## config.mk

```make
export PLATFORM = sky130hd
export DESIGN_NAME = rfd_banked_regfile
export DESIGN_NICKNAME = d
export VERILOG_FILES = /design/src/rtl/rfd_pkg.sv /design/src/rtl/rfd_addr_mux.sv /design/src/rtl/rfd_region_decode.sv /design/src/rtl/rfd_core_regs.sv /design/src/rtl/rfd_gpr_ram.sv /design/src/rtl/rfd_banked_regfile.sv
export SDC_FILE = /design/constraint.sdc
export NUM_CORES = 1
export LEC_CHECK = 0
export ABC_AREA = 1
export BUFFER_PORTS_ARGS = -buffer_cell sky130_fd_sc_hd__buf_2
export CAP_MARGIN = 25
export CORE_MARGIN = 5
export CORE_UTILIZATION = 63
export DETAILED_ROUTE_END_ITERATION = 6
export PLACE_DENSITY = 0.84
export SYNTH_ARGS = -nofsm -noshare
export SYNTH_HDL_FRONTEND = slang
export SYNTH_HIERARCHICAL = 1
export SYNTH_SLANG_ARGS = --single-unit
```

## constraint.sdc

```tcl
create_clock -name clk -period 3.73 [get_ports clk]
set_clock_uncertainty 0.1 [all_clocks]
set_input_delay 0.373 -clock clk [delete_from_list [all_inputs] [get_ports clk]]
set_output_delay 0.373 -clock clk [all_outputs]
set_load 0.02 [all_outputs]
```

## src/rtl/rfd_pkg.sv

```systemverilog
package rfd_pkg;

  typedef enum logic [1:0] {
    RG_SFR  = 2'd0,
    RG_GPR  = 2'd1,
    RG_NONE = 2'd2
  } region_e;

  // Sort an in-bank location into its region.
  function automatic region_e classify(input int unsigned loc,
                                       input int unsigned sfr_span,
                                       input int unsigned gpr_base,
                                       input int unsigned gpr_depth);
    if (loc < sfr_span)
      return RG_SFR;
    else if (loc >= gpr_base && loc < gpr_base + gpr_depth)
      return RG_GPR;
    else
      return RG_NONE;
  endfunction

  // RAM byte index for a location inside the general-purpose window.
  function automatic int unsigned gpr_offset(input int unsigned loc,
                                             input int unsigned gpr_base);
    return loc - gpr_base;
  endfunction

endpackage

```

## src/rtl/rfd_addr_mux.sv

```systemverilog
module rfd_addr_mux #(
  parameter int DATA_W = 8,
  parameter int ADDR_W = 7
) (
  input  logic              indirect,
  input  logic [ADDR_W-1:0] dir_addr,
  input  logic              dir_bank,
  input  logic [DATA_W-1:0] ptr,
  output logic [ADDR_W-1:0] eff_addr,
  output logic              eff_bank
);
  always_comb begin
    if (indirect) begin
      eff_addr = ptr[ADDR_W-1:0];
      eff_bank = ptr[DATA_W-1];
    end else begin
      eff_addr = dir_addr;
      eff_bank = dir_bank;
    end
  end
endmodule

```

## src/rtl/rfd_region_decode.sv

```systemverilog
module rfd_region_decode
  import rfd_pkg::*;
#(
  parameter int ADDR_W    = 7,
  parameter int SFR_SPAN  = 32,
  parameter int GPR_BASE  = 32,
  parameter int GPR_DEPTH = 64,
  localparam int SFR_W    = $clog2(SFR_SPAN),
  localparam int GPR_IW   = $clog2(GPR_DEPTH)
) (
  input  logic [ADDR_W-1:0] loc,
  output region_e           region,
  output logic [SFR_W-1:0]  sfr_off,
  output logic [GPR_IW-1:0] gpr_idx
);
  always_comb begin
    region  = classify(int'(loc), SFR_SPAN, GPR_BASE, GPR_DEPTH);
    sfr_off = loc[SFR_W-1:0];
    gpr_idx = GPR_IW'(gpr_offset(int'(loc), GPR_BASE));
  end
endmodule

```

## src/rtl/rfd_core_regs.sv

```systemverilog
module rfd_core_regs #(
  parameter int DATA_W   = 8,
  parameter int BANK_BIT = 5
) (
  input  logic              clk,
  input  logic              rst_n,
  input  logic              stat_wr,
  input  logic              ptr_wr,
  input  logic [DATA_W-1:0] wdata,
  output logic              bank_q,
  output logic [DATA_W-1:0] ptr_q,
  output logic [DATA_W-1:0] stat_view
);
  always_ff @(posedge clk or negedge rst_n) begin
    if (!rst_n) begin
      bank_q <= 1'b0;
      ptr_q  <= '0;
    end else begin
      if (stat_wr) bank_q <= wdata[BANK_BIT];
      if (ptr_wr)  ptr_q  <= wdata;
    end
  end

  // Only the bank bit is held; reserved and unowned bits read 0.
  always_comb begin
    stat_view           = '0;
    stat_view[BANK_BIT] = bank_q;
  end
endmodule

```

## src/rtl/rfd_gpr_ram.sv

```systemverilog
module rfd_gpr_ram #(
  parameter int DATA_W = 8,
  parameter int DEPTH  = 64,
  localparam int IW    = $clog2(DEPTH)
) (
  input  logic              clk,
  input  logic              we,
  input  logic [IW-1:0]     idx,
  input  logic [DATA_W-1:0] wdata,
  output logic [DATA_W-1:0] rdata
);
  logic [DATA_W-1:0] mem [DEPTH];

  always_ff @(posedge clk) begin
    if (we) mem[idx] <= wdata;
  end

  assign rdata = mem[idx];
endmodule

```

## src/rtl/rfd_banked_regfile.sv

```systemverilog
module rfd_banked_regfile
  import rfd_pkg::*;
#(
  parameter int DATA_W    = 8,
  parameter int SFR_SPAN  = 32,
  parameter int GPR_BASE  = 32,
  parameter int GPR_DEPTH = 64,
  parameter int BANK_BIT  = 5,
  parameter int STAT_OFF  = 3,
  parameter int PTR_OFF   = 4,
  localparam int ADDR_W   = DATA_W - 1,
  localparam int SFR_W    = $clog2(SFR_SPAN),
  localparam int GPR_IW   = $clog2(GPR_DEPTH)
) (
  input  logic              clk,
  input  logic              rst_n,
  input  logic [ADDR_W-1:0] acc_addr,
  input  logic              acc_indirect,
  input  logic              acc_we,
  input  logic [DATA_W-1:0] acc_wdata,
  output logic [DATA_W-1:0] acc_rdata,
  output logic              sfr_sel,
  output logic              sfr_bank,
  output logic [SFR_W-1:0]  sfr_addr,
  output logic              sfr_we,
  output logic [DATA_W-1:0] sfr_wdata,
  input  logic [DATA_W-1:0] sfr_rdata
);
  logic [ADDR_W-1:0] eff_addr;
  logic              eff_bank;
  logic              bank_q;
  logic [DATA_W-1:0] ptr_q;
  logic [DATA_W-1:0] stat_view;
  logic [DATA_W-1:0] gpr_rdata;
  region_e           region;
  logic [SFR_W-1:0]  sfr_off;
  logic [GPR_IW-1:0] gpr_idx;

  // Named events for the checker.
  logic ev_stat_hit, ev_ptr_hit, ev_unimpl, ev_gpr_wr, ev_stat_wr, ev_ptr_wr;

  rfd_addr_mux #(.DATA_W(DATA_W), .ADDR_W(ADDR_W)) u_mux (
    .indirect (acc_indirect),
    .dir_addr (acc_addr),
    .dir_bank (bank_q),
    .ptr      (ptr_q),
    .eff_addr (eff_addr),
    .eff_bank (eff_bank)
  );

  rfd_region_decode #(
    .ADDR_W(ADDR_W), .SFR_SPAN(SFR_SPAN),
    .GPR_BASE(GPR_BASE), .GPR_DEPTH(GPR_DEPTH)
  ) u_dec (
    .loc     (eff_addr),
    .region  (region),
    .sfr_off (sfr_off),
    .gpr_idx (gpr_idx)
  );

  always_comb begin
    ev_stat_hit = (region == RG_SFR) && (sfr_off == SFR_W'(STAT_OFF));
    ev_ptr_hit  = (region == RG_SFR) && (sfr_off == SFR_W'(PTR_OFF));
    ev_unimpl   = (region == RG_NONE);
    ev_gpr_wr   = acc_we && (region == RG_GPR);
    ev_stat_wr  = acc_we && ev_stat_hit;
    ev_ptr_wr   = acc_we && ev_ptr_hit;
  end

  rfd_core_regs #(.DATA_W(DATA_W), .BANK_BIT(BANK_BIT)) u_regs (
    .clk       (clk),
    .rst_n     (rst_n),
    .stat_wr   (ev_stat_wr),
    .ptr_wr    (ev_ptr_wr),
    .wdata     (acc_wdata),
    .bank_q    (bank_q),
    .ptr_q     (ptr_q),
    .stat_view (stat_view)
  );

  rfd_gpr_ram #(.DATA_W(DATA_W), .DEPTH(GPR_DEPTH)) u_ram (
    .clk   (clk),
    .we    (ev_gpr_wr),
    .idx   (gpr_idx),
    .wdata (acc_wdata),
    .rdata (gpr_rdata)
  );

  assign sfr_sel   = (region == RG_SFR) && !ev_stat_hit && !ev_ptr_hit;
  assign sfr_bank  = eff_bank;
  assign sfr_addr  = sfr_off;
  assign sfr_we    = acc_we && sfr_sel;
  assign sfr_wdata = acc_wdata;

  always_comb begin
    if (ev_stat_hit)              acc_rdata = stat_view;
    else if (ev_ptr_hit)          acc_rdata = ptr_q;
    else if (sfr_sel)             acc_rdata = sfr_rdata;
    else if (region == RG_GPR)    acc_rdata = gpr_rdata;
    else                          acc_rdata = '0;
  end
endmodule

```

After elaboration in Yosys (flattened, before gate mapping):

Memory sizes are Yosys's and may differ from the RTL's.
Cells that the tools add are included.

* bits in registers: 9
* bits in writable memories: 512
* output and inout port bits: 24
* logic and storage cells: 32
* memories: 1

Memory list
* u_ram.mem: words 64, bits a word 8, rd ports 1, clocked after Yosys merged registers in 0, write ports 1, line rfd_gpr_ram.sv:12 `logic [DATA_W-1:0] mem [DEPTH];`

* $add $sub $neg: 1
* magnitude comparators: 3
* equality and inequality tests: 3
* multiplexer cells: 10
* reduce and logical (&&, ||, !) cells: 12

Operators by type and width (number)
* two-way mux 8 bit: 4
* logical AND 1 bit: 9
* >= comparator 7 x 6 -> 1 bit (second input constant): 1
* less-than comparator 7 x 6 -> 1 bit (second input constant): 1
* less-than comparator 7 bit (second input constant): 1
* two-way mux 7 bit: 1
* subtractor 6 bit (second input constant): 1
* == test 5 x 2 -> 1 bit (second input constant): 1
* == test 5 x 3 -> 1 bit (second input constant): 1
* two-way mux 2 bit: 2
* two-way mux 1 bit: 3
* == test 2 x 1 -> 1 bit (second input constant): 1
* logical NOT 1 bit: 2
* logical NOT 2 bit: 1

Longest topological paths before layout:

Gate-level depths: netlist (run 1).

* depth in word-level cells: 13
* mapped depth: 20
* gate-level depth less buffers: 16

By module:

The synthesis (run 1) kept the hierarchy.

By module, submodules not included
* rfd_gpr_ram: times used 1, cells each 2159, area each 21884.7 um^2, seq. area each 15374.7 um^2
* rfd_banked_regfile: times used 1, cells each 74, area each 421.7 um^2, seq. area each 0.0 um^2
* rfd_core_regs: times used 1, cells each 48, area each 409.1 um^2, seq. area each 225.2 um^2
* rfd_addr_mux: times used 1, cells each 26, area each 105.1 um^2, seq. area each 0.0 um^2
* rfd_region_decode: times used 1, cells each 12, area each 91.3 um^2, seq. area each 0.0 um^2

Worst setup path after synthesis (run 1):

OpenSTA, ideal clock, no wires.

* path kind: input to register
* from: input acc_indirect
* to: memory u_ram.mem[41][0], enable pin
* library setup time: 0.395 ns
* data arrival time: 2.437 ns
* required time: 3.235 ns
* path slack: 0.799 ns
* cell stages on the path: 10
* cell sequence: buf_6 -> inv_2 -> nand2_1 -> nand2_1 -> ha_1 -> inv_1 -> nor3_1 -> clkbuf_1 -> inv_1 -> nor4_1

* word-level cells in the longest chain between the ends: 9
* elaborated cells on any way between the ends: 12
* those cells by class: add/sub (1); order compare (3); eq/ne (1); mux (5); reduce/logical (2)

Ends and longest elaborated chain
* from (decl): line rfd_banked_regfile.sv:18 `input logic acc_indirect,`
* two-way mux 7 bit *: line rfd_addr_mux.sv:13 `if (indirect) begin`
* net eff_addr[5]: line rfd_banked_regfile.sv:29 `logic [ADDR_W-1:0] eff_addr;`
* >= comparator 7 x 6 -> 1 bit or less-than comparator 7 bit (tied branches): line rfd_pkg.sv:16 `else if (loc >= gpr_base && loc < gpr_base + gpr_depth)`
* logical AND 1 bit: line rfd_pkg.sv:16
* two-way mux 2 bit: line rfd_pkg.sv:16
* two-way mux 2 bit *: line rfd_pkg.sv:14 `if (loc < sfr_span)`
* net region[0]: line rfd_banked_regfile.sv:35 `region_e region;`
* == test 2 x 1 -> 1 bit *: line rfd_banked_regfile.sv:65 `ev_gpr_wr = acc_we && (region == RG_GPR);`
* logical AND 1 bit *: line rfd_banked_regfile.sv:65
* net ev_gpr_wr: line rfd_banked_regfile.sv:40 `logic ev_stat_hit, ev_ptr_hit, ev_unimpl, ev_gpr_wr, ev_stat_wr, ev_ptr_wr;`
* two-way mux 1 bit *: line rfd_gpr_ram.sv:15 `if (we) mem[idx] <= wdata;`
* two-way mux 1 bit (implied by the code) *: line rfd_gpr_ram.sv:15
* to (decl): line rfd_gpr_ram.sv:12

The timed path passes the listed nets; every way through them passes the cells marked *.

Worst setup path in the final report (run 1):

* from: register u_regs.ptr_q[0]
* to: output acc_rdata[1]

* elaborated cells on any way between the ends: 23
* those cells by class: add/sub (1); order compare (3); eq/ne (3); mux (7); reduce/logical (8); memory (1)

RTL lines
* from (decl): line rfd_core_regs.sv:11 `output logic [DATA_W-1:0] ptr_q,`
* from (signal assigned): line rfd_core_regs.sv:20 `if (ptr_wr) ptr_q <= wdata;`
* two-way mux 7 bit: line rfd_addr_mux.sv:13
* subtractor 6 bit: line rfd_pkg.sv:25 `return loc - gpr_base;`
* memory (64 x 8 bit)
* net gpr_rdata[1]: line rfd_banked_regfile.sv:34 `logic [DATA_W-1:0] gpr_rdata;`
* two-way mux 8 bit: line rfd_banked_regfile.sv:99 `else if (region == RG_GPR) acc_rdata = gpr_rdata;`
* two-way mux 8 bit: line rfd_banked_regfile.sv:98 `else if (sfr_sel) acc_rdata = sfr_rdata;`
* two-way mux 8 bit: line rfd_banked_regfile.sv:97 `else if (ev_ptr_hit) acc_rdata = ptr_q;`
* two-way mux 8 bit: line rfd_banked_regfile.sv:96 `if (ev_stat_hit) acc_rdata = stat_view;`
* to (decl): line rfd_banked_regfile.sv:21 `output logic [DATA_W-1:0] acc_rdata,`

The timed path passes the listed nets, and every way through them passes these cells.

==> impl_metrics.prom, run 1 <==
# TYPE chip_impl_metric gauge
chip_impl_info{name="cpMostUsedCell",value="sky130_fd_sc_hd__nand2_1"} 1
chip_impl_metric{name="cts_buffers",unit=""} 52
chip_impl_metric{name="clkPwrFrac",unit="%"} 33.1
chip_impl_metric{name="power_switching",unit="uW"} 4842
chip_impl_metric{name="ys_types",unit=""} 29
chip_impl_metric{name="grt_remaining_overflow",unit=""} 0
chip_impl_metric{name="synth_xor_xnor_area_share",unit="%"} 0
chip_impl_metric{name="worstMarginPinSlew",unit="ps"} 1038
chip_impl_info{name="grt_setup_unrepaired",value="no"} 1
chip_impl_metric{name="dieArea",unit="mm2"} 0.04028
chip_impl_metric{name="cp_data_arrival_time",unit="ps"} 3120
chip_impl_metric{name="simple_gate_fraction_of_synth_area",unit="%"} 27.28
chip_impl_metric{name="placeableCoreArea",unit="mm2"} 0.03574
chip_impl_metric{name="worstPathRequired",unit="ps"} 3260
chip_impl_metric{name="drt_drc_violations_left",unit=""} 0
chip_impl_metric{name="timing.final.hold_violations",unit=""} 0
chip_impl_metric{name="detail_placement_hpwl",unit="um"} 35810
chip_impl_metric{name="io-pin-count",unit=""} 51
chip_impl_metric{name="drt-vias-per-instance",unit=""} 5.854
chip_impl_metric{name="slew_violations",unit=""} 0
chip_impl_metric{name="io_buffers",unit=""} 50
chip_impl_metric{name="average_size_of_a_mapped_cell",unit="um2"} 9.880
chip_impl_metric{name="seqPwrFrac",unit="%"} 43.3
chip_impl_metric{name="drt_iter0_markers",unit=""} 2440
chip_impl_metric{name="initial_utilization",unit="%"} 64.10
chip_impl_metric{name="layout-drive-gt1-share",unit="%"} 9.897
chip_impl_metric{name="grt_use_total",unit="%"} 28.39
chip_impl_info{name="clockRootBuffer",value="sky130_fd_sc_hd__clkbuf_16"} 1
chip_impl_metric{name="sequential_share_of_the_synthesized_area",unit="%"} 68.09
chip_impl_metric{name="clk_latency",unit="ps"} 580
chip_impl_metric{name="finalHoldWorstSlack",unit="ps"} 89.40
chip_impl_metric{name="drv.max_cap_violation_count",unit=""} 0
chip_impl_metric{name="design.final.nets",unit=""} 2411
chip_impl_metric{name="synth_seq_cells",unit=""} 521
chip_impl_info{name="timing_worst_setup_path_type",value="reg -> out"} 1
chip_impl_metric{name="tritoncts_num_sinks",unit=""} 521
chip_impl_info{name="cts_tree",value="yes"} 1
chip_impl_metric{name="first_global_vias",unit=""} 16330
chip_impl_metric{name="critPathMaxFanout",unit=""} 53
chip_impl_info{name="most_frequent_standard_cell_in_the_layout_excluding_fill_and_tap_cells",value="sky130_fd_sc_hd__nand2_1"} 1
chip_impl_metric{name="yosysWarnings",unit=""} 6
chip_impl_info{name="cp-start-kind",value="flop"} 1
chip_impl_metric{name="post_synth_mux_area_share",unit="%"} 0
chip_impl_metric{name="grt_antenna_before_repair",unit=""} 0
chip_impl_metric{name="cts_htree_levels",unit=""} 2
chip_impl_info{name="critical-path-slowest-cell",value="sky130_fd_sc_hd__dfrtp_1"} 1
chip_impl_info{name="cp_cell_sequence",value="nand2_1 -> nand2_4 -> clkbuf_8 -> nand2_1 -> nand2_1 -> nand2_1 -> nand2_1 -> nand2_1 -> nand2_1 -> nand2_1 -> nand2_1 -> nor2_1 -> nand2_1 -> nand2_1 -> nand4_1 -> buf_2"} 1
chip_impl_info{name="outcome",value="finished, final reports clean"} 1
chip_impl_metric{name="pwr-share-comb",unit="%"} 23.6
chip_impl_info{name="dominant_combinational_cell_family_by_area_after_synthesis",value="simple AND/OR/NAND/NOR gates"} 1
chip_impl_metric{name="drt.antenna.violating_nets",unit=""} 0
chip_impl_metric{name="grt_start_max_net_pins",unit=""} 134
chip_impl_metric{name="clk_buf_depth",unit=""} 3
chip_impl_metric{name="synth_compound_area_share",unit="%"} 0.3167
chip_impl_metric{name="antennaDiodeCount",unit=""} 0
chip_impl_metric{name="total_power",unit="uW"} 15230
chip_impl_metric{name="swShare",unit="%"} 31.79
chip_impl_metric{name="wire_length_of_the_first_global_routing_pass",unit="um"} 89580
chip_impl_metric{name="num_rows",unit=""} 69
chip_impl_metric{name="dpl-instance-area",unit="mm2"} 0.02367
chip_impl_metric{name="total_standard_cell_area_after_synthesis",unit="mm2"} 0.02291
chip_impl_metric{name="die_width",unit="um"} 200.7
chip_impl_metric{name="timing.slew.headroom",unit="%"} 30.77
chip_impl_metric{name="die_h",unit="um"} 200.7
chip_impl_info{name="end_kind",value="output port"} 1
chip_impl_metric{name="final_period_minus_worst_setup_slack",unit="ps"} 3591
chip_impl_metric{name="clkSlewWorstSetupHoldPaths",unit="ps"} 60
chip_impl_info{name="hold_path_class",value="in -> async"} 1
chip_impl_metric{name="fmaxAchievable",unit="MHz"} 278.4
chip_impl_metric{name="routed_wl",unit="um"} 58780
chip_impl_metric{name="power_per_cell_area",unit="mW/mm2"} 599.3
chip_impl_metric{name="fin_area",unit="mm2"} 0.02541
chip_impl_metric{name="finalWeightedCongestion",unit=""} 0.9647
chip_impl_metric{name="timing.critical_path.slowest_cell_delay",unit="ps"} 430
chip_impl_metric{name="timing.final.crit_share",unit="%"} 96.29
chip_impl_metric{name="layout-area-overhead-vs-synth",unit="%"} 10.92
chip_impl_metric{name="final.setup.tns",unit="ps"} 0
chip_impl_metric{name="first_pass_iters",unit=""} 6
chip_impl_metric{name="p_int",unit="uW"} 10390
chip_impl_metric{name="post_synthesis_adder_cell_area_fraction",unit="%"} 0.05461
chip_impl_metric{name="post_drt_wl_per_cell",unit="um"} 20.37
chip_impl_metric{name="detailroute.via_count",unit=""} 16900
chip_impl_info{name="layout_common_cells",value="sky130_fd_sc_hd__nand2_1, sky130_fd_sc_hd__edfxtp_1, sky130_fd_sc_hd__nor2_1"} 1
chip_impl_metric{name="power.ir.vdd_worst",unit="mV"} 0.4647
chip_impl_metric{name="leakage",unit="uW"} 0.01083
chip_impl_metric{name="timing.final.setup_violations",unit=""} 0
chip_impl_metric{name="regToRegSetupSlack",unit="ps"} 640
chip_impl_metric{name="synthesis.instances",unit=""} 2319
==> sequential cells by signal, summed over array words and instances, names as in the netlist <==
signal and cells:
u_regs/ptr_q 8, u_regs/bank_q 1, u_ram/mem 512
==> power by group through the flow <==
stage / clock network (uW) / logic, uW / registers (uW)
3_3_place_gp: 0 / 3290 / 6720
4_1_cts: 5070 / 3440 / 6600
3_5_place_dp: 0 / 3390 / 6720
2_1_floorplan: 0 / 2390 / 6690
6_report: 5040 / 3590 / 6600
5_1_grt: 5350 / 3900 / 6600
==> kinds of logic (layout without fill, tap and decap cells) <==
| family | count (synthesis) | after routing |
|---|---|---|
| DFF | 521 | 521 |
| AOI/OAI and AO/OA | 12 | 12 |
| adders and majority gates | 1 | 1 |
| buffers and inverters | 172 | 272 |
| other | 1 | 7 |
| and+or+nand+nor | 1612 | 1612 |
==> repair_timing <==
item / CTS / global route
hold buffers: 1 / 0
endpoints found under the hold margin: 9 / 0
setup endpoints to repair: 0 / 8
buffers inserted: 0 / 1
resized for setup: 0 / 12
==> critical path: cells and delay by family (launching register included) <==
family	cells	cell delay [ps]
flip-flops	1	430
buffers and inverters	2	570
AND/OR/NAND/NOR	14	1490
==> worst paths after layout <==
kind	startpoint	to	cells after the start
worst max-delay path	u_regs/ptr_q[0]	acc_rdata[1]	16
worst min register to register	u_regs/bank_q	u_regs/bank_q	2
min in group clk	acc_we	u_regs/bank_q	5
max in group asynchronous	rst_n	u_regs/ptr_q[4]	2
worst max register to register	u_regs/ptr_q[5]	u_ram/mem[33][2]	7
worst min-delay path	rst_n	u_regs/ptr_q[5]	2
==> cells in the mapped netlist <==
cell,count,area [um2]
sky130_fd_sc_hd__edfxtp_1,512,15370
sky130_fd_sc_hd__and2_1,1,6.260
sky130_fd_sc_hd__buf_4,34,255.2
sky130_fd_sc_hd__nand3_1,30,150.1
sky130_fd_sc_hd__conb_1,1,3.750
sky130_fd_sc_hd__dfrtp_1,9,225.2
sky130_fd_sc_hd__nand2_1,1445,5424
sky130_fd_sc_hd__nor2_4,1,11.26
sky130_fd_sc_hd__buf_2,52,260.3
sky130_fd_sc_hd__ha_1,1,12.51
sky130_fd_sc_hd__clkbuf_1,23,86.33
sky130_fd_sc_hd__nor3_1,3,15.01
sky130_fd_sc_hd__clkinv_1,1,3.750
sky130_fd_sc_hd__buf_6,18,202.7
sky130_fd_sc_hd__o21ai_0,1,5.000
sky130_fd_sc_hd__inv_2,6,22.52
sky130_fd_sc_hd__nor3_2,8,80.08
sky130_fd_sc_hd__buf_1,4,15.01
sky130_fd_sc_hd__or2_1,3,18.77
sky130_fd_sc_hd__nor2_2,3,18.77
sky130_fd_sc_hd__or2_2,3,18.77
sky130_fd_sc_hd__o211ai_1,5,37.54
sky130_fd_sc_hd__nor2_1,92,345.3
sky130_fd_sc_hd__inv_1,34,127.6
sky130_fd_sc_hd__o21ai_1,6,30.03
sky130_fd_sc_hd__nor3_4,1,16.27
sky130_fd_sc_hd__nand4_1,18,112.6
sky130_fd_sc_hd__nor4_1,2,12.51
sky130_fd_sc_hd__nand3_2,2,20.02
==> final cells by class <==
| type | count | area (um2) |
|---|---|---|
| inverters | 41 | 172.7 |
| flip-flops and latches | 521 | 15600 |
| multi-input cells | 1632 | 6384 |
| fillers | 2331 | 10330 |
| clock inverters | 39 | 297.8 |
| clock buffers | 57 | 1363 |
| well taps | 461 | 576.8 |
| repair buffers | 135 | 1021 |
==> through the flow <==
stage               setup slack (ps)  cells  utilization, %
global route                   23.77   2886           71.11
floorplan                      798.7   2325               -
global placement               591.2   2787           66.22
CTS                            67.23   2884           70.90
detailed placement             582.0   2787           66.22
finish                         138.5   2886           71.11
==> per-layer routing <==
metal / vias to the layer above / wire length [um] / GRT usage (%)
li1: 7598 / - / -
met1: 7843 / 20830 / 36.98
met2: 1218 / 27760 / 46.17
met3: 236 / 7017 / 5.767
met4: 0 / 3180 / 13.96
met5: - / 0 / 0
Power figures use the tool's default switching activity.
==> inputs of run 2 (changes only) <==
--- a/config.mk
+++ b/config.mk
@@ -14,5 +14,4 @@
 export PLACE_DENSITY = 0.84
 export SYNTH_ARGS = -nofsm -noshare
 export SYNTH_HDL_FRONTEND = slang
-export SYNTH_HIERARCHICAL = 1
 export SYNTH_SLANG_ARGS = --single-unit
==> impl_metrics.prom, run 2 <==
# TYPE chip_impl_metric gauge
chip_impl_metric{name="post_drt_wl_per_cell",unit="um"} 19.08
chip_impl_info{name="cpMostUsedCell",value="sky130_fd_sc_hd__nand2_1"} 1
chip_impl_metric{name="drt-vias-per-instance",unit=""} 5.549
chip_impl_metric{name="yosysWarnings",unit=""} 0
chip_impl_info{name="clockRootBuffer",value="sky130_fd_sc_hd__clkbuf_16"} 1
chip_impl_info{name="cell_type_group_with_the_largest_total_delay_on_the_critical_path",value="simple AND/OR/NAND/NOR gates"} 1
chip_impl_metric{name="cts_htree_levels",unit=""} 2
chip_impl_metric{name="grt_antenna_before_repair",unit=""} 0
chip_impl_metric{name="dpl-instance-area",unit="mm2"} 0.02498
chip_impl_metric{name="placeableCoreArea",unit="mm2"} 0.03740
chip_impl_metric{name="tritoncts_num_sinks",unit=""} 521
chip_impl_metric{name="leakage",unit="uW"} 0.01209
chip_impl_metric{name="final_period_minus_worst_setup_slack",unit="ps"} 3572
chip_impl_metric{name="drt.antenna.violating_nets",unit=""} 0
chip_impl_metric{name="power_switching",unit="uW"} 4214
chip_impl_info{name="most_frequent_standard_cell_in_the_layout_excluding_fill_and_tap_cells",value="sky130_fd_sc_hd__nand2_1"} 1
chip_impl_metric{name="detail_placement_hpwl",unit="um"} 36620
chip_impl_metric{name="first_global_vias",unit=""} 17670
chip_impl_metric{name="clkPwrFrac",unit="%"} 34.1
chip_impl_info{name="cp-start-kind",value="flop"} 1
chip_impl_metric{name="dieArea",unit="mm2"} 0.04152
chip_impl_metric{name="total_power",unit="uW"} 14280
chip_impl_metric{name="first_pass_iters",unit=""} 7
chip_impl_metric{name="die_width",unit="um"} 203.8
chip_impl_metric{name="drt_iter0_markers",unit=""} 2161
chip_impl_metric{name="cp_data_arrival_time",unit="ps"} 3100
chip_impl_metric{name="layout-drive-gt1-share",unit="%"} 10.10
chip_impl_metric{name="sequential_share_of_the_synthesized_area",unit="%"} 65.94
chip_impl_info{name="outcome",value="finished, final reports clean"} 1
chip_impl_metric{name="async_reset_ff_share",unit="%"} 1.727
chip_impl_metric{name="clk_buf_depth",unit=""} 3
chip_impl_metric{name="finalWeightedCongestion",unit=""} 0.9435
chip_impl_metric{name="layout-area-overhead-vs-synth",unit="%"} 12.49
chip_impl_metric{name="worst-path-stages",unit=""} 14
chip_impl_metric{name="synthesis.instances",unit=""} 2505
chip_impl_info{name="synth_most_common_cell",value="sky130_fd_sc_hd__nand2_1"} 1
chip_impl_info{name="cp_cell_sequence",value="nand2_4 -> nand2_8 -> buf_12 -> o21ai_1 -> nand2_1 -> nand2_1 -> nand2_1 -> nand2_1 -> nand2_1 -> nand2_1 -> nor2_1 -> nand3_1 -> a21oi_1 -> buf_2"} 1
chip_impl_metric{name="timing.critical_path.slowest_cell_delay",unit="ps"} 430
chip_impl_metric{name="ys_types",unit=""} 27
chip_impl_metric{name="synth_edf_count",unit=""} 512
chip_impl_info{name="hold_path_class",value="in -> reg"} 1
chip_impl_metric{name="drv.max_cap_violation_count",unit=""} 0
chip_impl_metric{name="hold_depth",unit=""} 3
chip_impl_metric{name="final.setup.tns",unit="ps"} 0
chip_impl_metric{name="swShare",unit="%"} 29.51
chip_impl_metric{name="grt_use_total",unit="%"} 28.89
chip_impl_metric{name="drt_drc_violations_left",unit=""} 0
chip_impl_metric{name="grt_remaining_overflow",unit=""} 0
chip_impl_metric{name="wire_length_of_the_first_global_routing_pass",unit="um"} 93260
chip_impl_info{name="grt_setup_unrepaired",value="no"} 1
chip_impl_metric{name="routed_wl",unit="um"} 60550
chip_impl_info{name="cts_tree",value="yes"} 1
chip_impl_metric{name="total_standard_cell_area_after_synthesis",unit="mm2"} 0.02366
chip_impl_metric{name="synth_top_area_share",unit="%"} 64.99
chip_impl_metric{name="detailroute.via_count",unit=""} 17610
chip_impl_metric{name="clk_latency",unit="ps"} 570
chip_impl_metric{name="timing.final.setup_violations",unit=""} 0
chip_impl_metric{name="reg2reg_depth",unit=""} 9
chip_impl_info{name="critical-path-slowest-cell",value="sky130_fd_sc_hd__dfrtp_1"} 1
chip_impl_info{name="hp-start",value="acc_we"} 1
chip_impl_metric{name="fin_area",unit="mm2"} 0.02661
chip_impl_metric{name="grt_start_max_net_pins",unit=""} 87
chip_impl_metric{name="power.ir.vdd_worst",unit="mV"} 0.4411
chip_impl_metric{name="average_size_of_a_mapped_cell",unit="um2"} 9.444
chip_impl_metric{name="cts_buffers",unit=""} 52
chip_impl_info{name="timing_worst_setup_path_type",value="reg -> out"} 1
chip_impl_metric{name="clkSlewWorstSetupHoldPaths",unit="ps"} 60
chip_impl_info{name="netlist_top_cells_area",value="sky130_fd_sc_hd__edfxtp_1, sky130_fd_sc_hd__nand2_1, sky130_fd_sc_hd__inv_1"} 1
chip_impl_metric{name="final_core_utilization",unit="%"} 71.16
chip_impl_metric{name="die_h",unit="um"} 203.8
chip_impl_metric{name="initial_utilization",unit="%"} 63.25
chip_impl_info{name="regToRegStartpoint",value="u_regs.ptr_q[5]"} 1
chip_impl_metric{name="critPathMaxFanout",unit=""} 86
chip_impl_metric{name="cp_num_buf_inv",unit=""} 2
chip_impl_info{name="list_of_most_frequent_post_synthesis_cells",value="sky130_fd_sc_hd__nand2_1, sky130_fd_sc_hd__edfxtp_1, sky130_fd_sc_hd__inv_1"} 1
chip_impl_info{name="top_regs",value="u_ram.mem x512, u_regs.ptr_q x8, u_regs.bank_q x1"} 1
chip_impl_metric{name="finalHoldWorstSlack",unit="ps"} 50.79
chip_impl_metric{name="synth_seq_cells",unit=""} 521
chip_impl_metric{name="design.final.nets",unit=""} 2652
chip_impl_metric{name="fillCellCount",unit=""} 2451
chip_impl_metric{name="antennaDiodeCount",unit=""} 0
chip_impl_metric{name="postSynthNetCount",unit=""} 2533
chip_impl_info{name="synth_top_flop_cell",value="sky130_fd_sc_hd__edfxtp_1"} 1
chip_impl_metric{name="timing.slew.headroom",unit="%"} 36.41
chip_impl_metric{name="slew_violations",unit=""} 0
chip_impl_info{name="regMostFlops",value="u_ram.mem"} 1
chip_impl_info{name="layout_common_cells",value="sky130_fd_sc_hd__nand2_1, sky130_fd_sc_hd__edfxtp_1, sky130_fd_sc_hd__inv_1"} 1
chip_impl_info{name="end_kind",value="output port"} 1
chip_impl_metric{name="timing.final.hold_violations",unit=""} 0
chip_impl_metric{name="fmaxAchievable",unit="MHz"} 280.0
chip_impl_metric{name="p_int",unit="uW"} 10060
chip_impl_info{name="synthDominantAreaCellType",value="sky130_fd_sc_hd__edfxtp_1"} 1
chip_impl_metric{name="timing.final.crit_share",unit="%"} 95.76
chip_impl_info{name="cp-startpoint",value="u_regs.ptr_q[0]"} 1
chip_impl_metric{name="io-pin-count",unit=""} 51
chip_impl_metric{name="worstPathRequired",unit="ps"} 3260
chip_impl_metric{name="io_buffers",unit=""} 50
chip_impl_metric{name="largest_register_ff_count",unit=""} 512
chip_impl_metric{name="power_per_cell_area",unit="mW/mm2"} 536.5
chip_impl_metric{name="worstMarginPinSlew",unit="ps"} 953.8
chip_impl_metric{name="seqPwrFrac",unit="%"} 46.0
chip_impl_metric{name="pwr-share-comb",unit="%"} 19.9
chip_impl_metric{name="num_rows",unit=""} 71
## run 2: power by group through the flow
stage	registers, uW	clock network [uW]	logic (uW)
after floorplan	6670	0	1800
after global placement	6680	0	2640
after detailed placement	6680	0	2720
after CTS	6560	4910	2750
after global routing	6570	5160	3080
final	6570	4880	2840
## run 2: cell families (layout without fill, tap and decap cells)
kind of cell,Yosys count,in the layout,synth area share (%)
and+or+nand+nor,1354,1355,22.24
DFF,521,521,65.94
buffers and inverters,486,643,8.563
AOI/OAI and AO/OA,138,138,2.967
muxes,5,5,0.2327
adders and majority gates,1,1,0.05288
## run 2: area by class of cell
class	count	area, um2	share of cell area, %
clock buffers	73	1411	5.303
clock inverters	20	147.6	0.5548
inverters	381	1430	5.374
multi-input cells	1499	6087	22.87
flip-flops and latches	521	15600	58.62
well taps	511	639.4	2.403
repair buffers	169	1296	4.871
## run 2: what timing repair did
action	CTS	global route
buffers inserted	0	0
hold buffers	1	0
endpoints found under the setup margin	0	7
hold endpoints to repair	9	0
resized for setup	0	2
## run 2: worst paths after layout
path | endpoint | slack, ps
worst max-delay path | acc_rdata[3] | 160
worst min register to register | u_regs.ptr_q[5] | 430
min in group asynchronous | u_regs.ptr_q[0] | 130
max in group asynchronous | u_regs.ptr_q[7] | 3220
worst min-delay path | u_regs.bank_q | 50
worst max register to register | u_ram.mem[47][3] | 870
## run 2: stage by stage
stage | cells | setup WS (ps)
finish | 3174 | 158.2
global route | 3174 | 4.475
CTS | 3171 | 110.3
detailed placement | 3077 | 392.5
global placement | 3077 | 449.1
floorplan | 2505 | 1258
## run 2: worst reg2reg max path: stages (launching register included)
cell and delay, ps:
sky130_fd_sc_hd__dfrtp_1 370, sky130_fd_sc_hd__nand2_1 70, sky130_fd_sc_hd__nand2_2 170, sky130_fd_sc_hd__inv_1 160
sky130_fd_sc_hd__ha_1 340, sky130_fd_sc_hd__nand2_1 50, sky130_fd_sc_hd__inv_1 180, sky130_fd_sc_hd__nand3_1 210
sky130_fd_sc_hd__buf_4 250, sky130_fd_sc_hd__nor2_1 600
## run 2: routing by layer
layer / vias up / wire length (um) / GRT usage [%]
li1: 8057 / - / -
met1: 8214 / 21010 / 36.42
met2: 1120 / 30220 / 49.58
met3: 220 / 6370 / 4.707
met4: 0 / 2950 / 13.23
met5: - / 0 / 0
